===== src/rtl/ivg_pkg.sv =====
package ivg_pkg;
  localparam int NSRC   = 6;
  localparam int NCLS   = 4;
  localparam int CODE_W = 3;

  localparam int SRC_MODEM = 0;
  localparam int SRC_TX    = 1;
  localparam int SRC_GOOD  = 2;
  localparam int SRC_EXC   = 3;
  localparam int SRC_FSM   = 4;
  localparam int SRC_PIPE  = 5;

  localparam int STB_RX    = 0;
  localparam int STB_TX    = 1;
  localparam int STB_MODEM = 2;
  localparam int STB_PP    = 3;

  typedef enum logic [2:0] {CLS_NONE, CLS_RX, CLS_TX, CLS_MODEM, CLS_PP} cls_e;

  // fixed priority among active strobes
  function automatic cls_e pick_class(input logic [NCLS-1:0] act);
    if (act[STB_RX])         return CLS_RX;
    else if (act[STB_TX])    return CLS_TX;
    else if (act[STB_MODEM]) return CLS_MODEM;
    else if (act[STB_PP])    return CLS_PP;
    else                     return CLS_NONE;
  endfunction

  function automatic logic cls_live(input cls_e c, input logic [NCLS-1:0] act);
    case (c)
      CLS_RX:    return act[STB_RX];
      CLS_TX:    return act[STB_TX];
      CLS_MODEM: return act[STB_MODEM];
      CLS_PP:    return act[STB_PP];
      default:   return 1'b0;
    endcase
  endfunction

  function automatic logic [CODE_W-1:0] type_code(input cls_e c, input logic [NSRC-1:0] p);
    case (c)
      CLS_MODEM: return p[SRC_MODEM] ? 3'b001 : 3'b000;
      CLS_TX:    return p[SRC_TX]    ? 3'b010 : 3'b000;
      CLS_RX:    return p[SRC_GOOD]  ? 3'b011 : (p[SRC_EXC] ? 3'b111 : 3'b000);
      CLS_PP: begin
        if (p[SRC_FSM] && p[SRC_PIPE]) return 3'b110;
        else if (p[SRC_FSM])           return 3'b100;
        else if (p[SRC_PIPE])          return 3'b101;
        else                           return 3'b000;
      end
      default:   return 3'b000;
    endcase
  endfunction

  function automatic logic [NSRC-1:0] clear_mask(input logic [CODE_W-1:0] code);
    logic [NSRC-1:0] m;
    m = '0;
    case (code)
      3'b001: m[SRC_MODEM] = 1'b1;
      3'b010: m[SRC_TX]    = 1'b1;
      3'b011: m[SRC_GOOD]  = 1'b1;
      3'b111: m[SRC_EXC]   = 1'b1;
      3'b100: m[SRC_FSM]   = 1'b1;
      3'b101: m[SRC_PIPE]  = 1'b1;
      3'b110: begin
        m[SRC_FSM]  = 1'b1;
        m[SRC_PIPE] = 1'b1;
      end
      default: m = '0;
    endcase
    return m;
  endfunction
endpackage


===== src/rtl/ivg_req_latch.sv =====
module ivg_req_latch #(
  parameter int N = 6
) (
  input  logic         clk,
  input  logic         rst_n,
  input  logic [N-1:0] set,
  input  logic [N-1:0] clr,
  output logic [N-1:0] pend
);
  for (genvar i = 0; i < N; i++) begin : g_bit
    logic q;
    always_ff @(posedge clk) begin
      if (!rst_n)      q <= 1'b0;
      else if (set[i]) q <= 1'b1;
      else if (clr[i]) q <= 1'b0;
    end
    assign pend[i] = q;

    AST_REQ_CLEARS: assert property (@(posedge clk) disable iff (!rst_n)
      (clr[i] && !set[i]) |=> !pend[i]);
    AST_SET_WINS: assert property (@(posedge clk) disable iff (!rst_n)
      set[i] |=> pend[i]);
    AST_REQ_HOLDS: assert property (@(posedge clk) disable iff (!rst_n)
      (!set[i] && !clr[i]) |=> $stable(pend[i]));
  end
endmodule


===== src/rtl/ivg_host_port.sv =====
module ivg_host_port #(
  parameter int               ADDR_W   = 7,
  parameter int               DATA_W   = 8,
  parameter logic [ADDR_W-1:0] VEC_ADDR = 7'h2C
) (
  input  logic              clk,
  input  logic              rst_n,
  input  logic              cs_n,
  input  logic              ds_n,
  input  logic              rd_wr,
  input  logic [ADDR_W-1:0] addr,
  input  logic [DATA_W-1:0] wdata,
  output logic [DATA_W-1:0] vec_q,
  output logic              rd_hit,
  output logic              wr_hit
);
  logic sel_hit;
  assign sel_hit = !cs_n && !ds_n && (addr == VEC_ADDR);
  assign rd_hit  = sel_hit && rd_wr;
  assign wr_hit  = sel_hit && !rd_wr;

  always_ff @(posedge clk) begin
    if (!rst_n)      vec_q <= '0;
    else if (wr_hit) vec_q <= wdata;
  end

  AST_WRITE_TAKES: assert property (@(posedge clk) disable iff (!rst_n)
    wr_hit |=> (vec_q == $past(wdata)));
  AST_VEC_KEEPS: assert property (@(posedge clk) disable iff (!rst_n)
    (cs_n || addr != VEC_ADDR) |=> $stable(vec_q));
endmodule


===== src/rtl/ivg_ack_ctrl.sv =====
module ivg_ack_ctrl
  import ivg_pkg::*;
(
  input  logic              clk,
  input  logic              rst_n,
  input  logic [NCLS-1:0]   act,
  input  logic [NSRC-1:0]   pend,
  output logic              ack_any,
  output logic [CODE_W-1:0] code,
  output logic [NSRC-1:0]   clr
);
  cls_e              sel, sel_q;
  logic [CODE_W-1:0] code_q;
  logic              ack_done;

  assign sel     = pick_class(act);
  assign ack_any = (sel != CLS_NONE);
  assign code    = type_code(sel, pend);

  always_ff @(posedge clk) begin
    if (!rst_n) begin
      sel_q  <= CLS_NONE;
      code_q <= '0;
    end else begin
      sel_q  <= sel;
      code_q <= code;
    end
  end

  // served strobe seen low last edge, high now: the cycle completes
  assign ack_done = (sel_q != CLS_NONE) && !cls_live(sel_q, act);
  assign clr      = ack_done ? clear_mask(code_q) : '0;

  AST_RX_CODE_SET: assert property (@(posedge clk) disable iff (!rst_n)
    (sel == CLS_RX) |-> (code inside {3'b000, 3'b011, 3'b111}));
  AST_PP_CODE_SET: assert property (@(posedge clk) disable iff (!rst_n)
    (sel == CLS_PP) |-> (code inside {3'b000, 3'b100, 3'b101, 3'b110}));
  AST_NONE_NO_CLEAR: assert property (@(posedge clk) disable iff (!rst_n)
    (ack_done && code_q == 3'b000) |-> (clr == '0));
endmodule


===== src/rtl/intack_vector_gen.sv =====
module intack_vector_gen
  import ivg_pkg::*;
#(
  parameter int                ADDR_W   = 7,
  parameter int                DATA_W   = 8,
  parameter logic [ADDR_W-1:0] VEC_ADDR = 7'h2C
) (
  input  logic              clk,
  input  logic              rst_n,
  input  logic [NSRC-1:0]   svc_set,
  output logic              irq_rx,
  output logic              irq_tx,
  output logic              irq_modem,
  output logic              irq_pp,
  input  logic              ack_rx_n,
  input  logic              ack_tx_n,
  input  logic              ack_modem_n,
  input  logic              ack_pp_n,
  input  logic              cs_n,
  input  logic              ds_n,
  input  logic              rd_wr,
  input  logic [ADDR_W-1:0] addr,
  input  logic [DATA_W-1:0] wdata,
  output logic [DATA_W-1:0] bus_out,
  output logic              bus_oe
);
  localparam int VEC_HI = DATA_W - CODE_W;

  logic [NSRC-1:0]   pend, clr;
  logic [NCLS-1:0]   act;
  logic              ack_any, rd_hit, wr_hit;
  logic [CODE_W-1:0] code;
  logic [DATA_W-1:0] vec_q;

  assign act[STB_RX]    = !ack_rx_n;
  assign act[STB_TX]    = !ack_tx_n;
  assign act[STB_MODEM] = !ack_modem_n;
  assign act[STB_PP]    = !ack_pp_n;

  ivg_req_latch #(.N(NSRC)) u_req (
    .clk(clk), .rst_n(rst_n), .set(svc_set), .clr(clr), .pend(pend)
  );

  ivg_ack_ctrl u_ack (
    .clk(clk), .rst_n(rst_n), .act(act), .pend(pend),
    .ack_any(ack_any), .code(code), .clr(clr)
  );

  ivg_host_port #(.ADDR_W(ADDR_W), .DATA_W(DATA_W), .VEC_ADDR(VEC_ADDR)) u_host (
    .clk(clk), .rst_n(rst_n), .cs_n(cs_n), .ds_n(ds_n), .rd_wr(rd_wr),
    .addr(addr), .wdata(wdata), .vec_q(vec_q), .rd_hit(rd_hit), .wr_hit(wr_hit)
  );

  assign irq_rx    = pend[SRC_GOOD] | pend[SRC_EXC];
  assign irq_tx    = pend[SRC_TX];
  assign irq_modem = pend[SRC_MODEM];
  assign irq_pp    = pend[SRC_FSM] | pend[SRC_PIPE];

  always_comb begin
    if (ack_any)     bus_out = {vec_q[DATA_W-1:CODE_W], code};
    else if (rd_hit) bus_out = vec_q;
    else             bus_out = '0;
  end
  assign bus_oe = ack_any | rd_hit;

  AST_BUS_IDLE: assert property (@(posedge clk) disable iff (!rst_n)
    (ack_rx_n && ack_tx_n && ack_modem_n && ack_pp_n && cs_n) |-> !bus_oe);
  AST_ACK_UPPER: assert property (@(posedge clk) disable iff (!rst_n)
    !(ack_rx_n && ack_tx_n && ack_modem_n && ack_pp_n)
      |-> (bus_out[DATA_W-1:CODE_W] == vec_q[DATA_W-1:CODE_W]));
  AST_RX_FIRST: assert property (@(posedge clk) disable iff (!rst_n)
    (!ack_rx_n && pend[SRC_GOOD]) |-> (bus_out[CODE_W-1:0] == 3'b011));
  AST_OE_ON_ACK: assert property (@(posedge clk) disable iff (!rst_n)
    !ack_tx_n |-> bus_oe);
  wire unused_wr = wr_hit;
endmodule


===== config.mk =====
export PLATFORM = sky130hd
export DESIGN_NAME = intack_vector_gen
export DESIGN_NICKNAME = d
export VERILOG_FILES = /design/src/rtl/ivg_pkg.sv /design/src/rtl/ivg_req_latch.sv /design/src/rtl/ivg_host_port.sv /design/src/rtl/ivg_ack_ctrl.sv /design/src/rtl/intack_vector_gen.sv
export SDC_FILE = /design/constraint.sdc
export NUM_CORES = 1
export LEC_CHECK = 0
export CAP_MARGIN = 20
export CORE_UTILIZATION = 46
export CTS_CLUSTER_SIZE = 8
export DETAILED_ROUTE_END_ITERATION = 7
export GPL_TIMING_DRIVEN = 0
export PLACE_DENSITY = 0.83
export SYNTH_ARGS = -nofsm -noshare
export SYNTH_HDL_FRONTEND = slang
export SYNTH_HIERARCHICAL = 1
export SYNTH_SLANG_ARGS = --single-unit

===== constraint.sdc =====
create_clock -name clk -period 4.3 [get_ports clk]
set_input_delay 0.86 -clock clk [delete_from_list [all_inputs] [get_ports clk]]
set_output_delay 0.86 -clock clk [all_outputs]
set_load 0.1 [all_outputs]

Word-level counts from Yosys, hierarchy flattened --
Cells that the tools add are included.
Storage, ports and cells: register bits 20, word-level logic and storage cells 86
Operators by class: equal/unequal tests 16, muxes and demuxes 34, bitwise operators 3, reductions and logical operators 24
Operator list (count):
- $mux 3 | 9
- $mux 1 | 19
- $eq 3x2->1 const B | 6
- $eq 3x3->1 const B | 6
- $mux 8 | 2
- $pmux 3 s4 | 1
- $reduce_bool 2->1 | 6
- $eq 3x1->1 const B | 3
- $logic_not 1->1 | 8
- $eq 7x6->1 const B | 1
- $logic_and 1x1->1 | 6
- $mux 6 | 1
- $reduce_bool 3->1 | 2
- $pmux 1 s4 | 1
- $reduce_or 2->1 | 2
- $or 1x1->1 | 3
- $mux 2 | 1

Longest topological paths before layout --
depth in word-level cells 7, mapped depth 6, depth with buffers taken out 6

Cells and area by module --
Netlist, hierarchy kept.
Modules (own cells, without submodules):
- ivg_host_port | times used 1, cells each 41, area each 371.6 µm², seq. area each 160.2 µm²
- ivg_ack_ctrl | times used 1, cells each 46, area each 350.3 µm², seq. area each 120.1 µm²
- ivg_req_latch | times used 1, cells each 24, area each 292.8 µm², seq. area each 120.1 µm²
- intack_vector_gen | times used 1, cells each 17, area each 103.8 µm², seq. area each 0.0 µm²

Worst setup path before layout --
Ideal clock, no wire load.
path type input -> output, from in addr[6], to out bus_out[3], arrival 3011 ps, path slack 429 ps, stages 5, cells stage by stage nor4b_2 > nand3b_1 > nor4_1 > nor2_2 > nor2b_1
On the way: word-level cells in the longest chain between the ends 5
Ends and longest elaborated chain:
- start: declaration | RTL line intack_vector_gen.sv:22 | input logic [ADDR_W-1:0] addr,
- $eq 7x6->1 | RTL line ivg_host_port.sv:18 | assign sel_hit = !cs_n && !ds_n && (addr == VEC_ADDR);
- $logic_and 1x1->1 | RTL line ivg_host_port.sv:18
- $logic_and 1x1->1 | RTL line ivg_host_port.sv:19 | assign rd_hit = sel_hit && rd_wr;
- named net rd_hit | RTL line intack_vector_gen.sv:31 | logic ack_any, rd_hit, wr_hit;
- $mux 8 | RTL line intack_vector_gen.sv:61 | else if (rd_hit) bus_out = vec_q;
- $mux 8 | RTL line intack_vector_gen.sv:60 | if (ack_any) bus_out = {vec_q[DATA_W-1:CODE_W], code};
- end: declaration | RTL line intack_vector_gen.sv:24 | output logic [DATA_W-1:0] bus_out,
The timed path passes the listed nets, and every way through them passes these cells.

Worst setup path after layout --
Ends and elaborated chain as after synthesis.

==> impl_metrics.toml <==
[yosys]
synth_cells = 128
yosysUniqueCellTypes = 34
async_flop_share = 0
synth.net_count = 158
ys_ff_latch = 20
synth-edff-count = 0
synthTopCellsByCount = "dfxtp_1 (20), nand2_1 (20), inv_1 (9)"
mappedNetlistArea_um2 = 1120
synth_top_area_cell = "dfxtp_1"
synth_top_area_frac = 0.358
synth_flop_cell = "dfxtp_1"
synth_area_leaders = "dfxtp_1 (36%), nor2b_4 (7.4%), mux2i_1 (7.2%), nand2_1 (6.7%), buf_4 (4.0%)"
yosysWarningCount = 6
syn_avg_cell_area_um2 = 8.74
seq_area_frac_synth = 0.358

[drt]
drt-total-wl_um = 2610
drcViolationCount = 0
wire_per_inst_um = 12.9
drt-pass1-iter-count = 4
drt_iter0_drc = 10
via_count = 1032
ant_nets = 0
vias_per_cell = 5.11

[timing]
worstMarginPinSlew_ns = 0.961
fmax_mhz = 241
rsz0062_at_grt = "false"
min_period_ns = 4.15
hold_violations = 0
hold_ws_ns = 0.467
max_slew_margin = 0.357
final.setup.tns_ns = 0
clock_skew_ns = 0.00783
drv_slew = 0
finalCritPeriodShare = 0.965
setup_ws_ns = 0.148
setup_violations = 0

[global_routing]
grtUsageTotal = 0.222
antenna_found_initial = 0
gr-total-overflow = 0
grt_max_degree = 13
grt_pass1_wl_um = 4330
grt_pass1_vias = 1064

[worst_setup_path]
crit_path_start_kind = "input port"
crit_required_ns = 3.44
critical_path_class = "input port to output port"
crit_arrival_ns = 3.29
cp_max_fo = 6
critPathCaptureType = "output port"

[clocking]
cts_setup_buffers = 0
cts_sinks = 20
cts_max_level = 1
cts_root_buf = "clkbuf_4"
cts_buffers = 3
cts-hold-fix-buffers = 0
clk_path_buf_depth = 2
insertion_delay_ns = 0.30
cts_tree = "built"
path_clk_slew_ns = 0.11

[layout]
diodes = 0
area_growth_pct = 44.1
num-nets-final = 205
layoutNonFillerInstCount = 202
final_area_um2 = 1610
fillers = 191
utilization = 0.715
drive_above_1_share = 0.155

[power]
ir_drop_uv = 189
powerDensity_nw_per_um2 = 298
p_sw_frac = 0.288
p_sw_uw = 138
p_clk_frac = 0.322
power_leakage_nw = 0.656
seqPwrFrac = 0.410
p_int_uw = 341
power_frac_comb = 0.268
power.total_uw = 480

[floorplanning]
die-area_um2 = 2630
dieWidth_um = 51.3
ios = 43
core_um2 = 2250
start_util = 0.496
rows = 17
die_h_um = 51.3

[status]
outcome = "finished clean"

[flow_run]
drv_cap = 0

[placement]
dp_slack_ns = -0.293
gp_congestion = 0.787
place_area_um2 = 1570
dp_hpwl_um = 2060
port_buffers = 42
dp.cells = 198

[hold_path]
hp-class = "flip-flop to flip-flop"
[cell usage in the layout (no fill, tap or decap), drive strengths merged, types with 5 or more instances in the layout]
cell / instances
o21a: 6
nor2b: 13
mux2i: 8
nand2: 20
clkdlybuf4s50: 33
nor4: 6
inv: 9
dfxtp: 20
clkbuf: 6
nor2: 6
buf: 8
dlygate4sd2: 5
[what timing repair did]
item | 4_1_cts | 5_1_grt
endpoints found under the setup margin | 9 | 3
gates resized for setup | 11 | 5
endpoints found under the hold margin | 0 | 0
[critical path: stages]
cell and delay [ns]:
clkdlybuf4s50_1 0.42, nor4b_2 0.31, nand3b_1 0.11, nor4_1 0.43
nor2_2 0.16, nor2b_1 0.14, dlygate4sd2_1 0.86
[layer usage]
metal  track usage  routed length [um]  vias to the layer above
li1              -                   -                      527
met4        0.0811                   9                        0
met2         0.458                1440                       25
met1         0.216                1060                      478
met3        0.0298                  95                        2
met5             0                   0                        -
[layout make-up]
type                            count  area [um2]  area share
Buffer                              9        65.1      0.0404
Clock buffer                        3        22.5      0.0140
Clock inverter                      1        30.0      0.0186
Inverter                            9        33.8      0.0210
Multi-Input combinational cell     90         619       0.384
Sequential cell                    20         400       0.248
Tap cell                           28        35.0      0.0217
Timing Repair Buffer               42         405       0.252
[sequential cells by signal, indices dropped and copies added (netlist names)]
name           count
u_req/g_bit.q      6
u_ack/code_q       3
u_ack/sel_q        3
u_host/vec_q       8
[cells by family after synthesis]
group / Yosys count / share of synthesized area
buf+inv: 18 / 0.0884
simple gates: 65 / 0.372
mux: 8 / 0.0716
flops: 20 / 0.358
compound gates: 17 / 0.110
[worst paths after layout]
| path | from | to | slack [ns] | cells after the start |
|---|---|---|---|---|
| setup reg to reg | u_ack/sel_q[1] | u_req/g_bit[5].q | 2.56 | 5 |
| setup / recovery | addr[6] | bus_out[3] | 0.15 | 7 |
| hold reg to reg | u_host/vec_q[5] | u_host/vec_q[5] | 0.47 | 2 |
| hold / removal | u_host/vec_q[5] | u_host/vec_q[5] | 0.47 | 2 |
[power groups by stage]
stage	Clock (mW)	Combinational, mW	Sequential (mW)
final	0.155	0.128	0.197
after detailed placement	0	0.130	0.201
after global routing	0.164	0.136	0.198
after global placement	0	0.127	0.200
after floorplan	0	0.0840	0.200
after CTS	0.158	0.129	0.197
(Power assumes the default switching activity.)
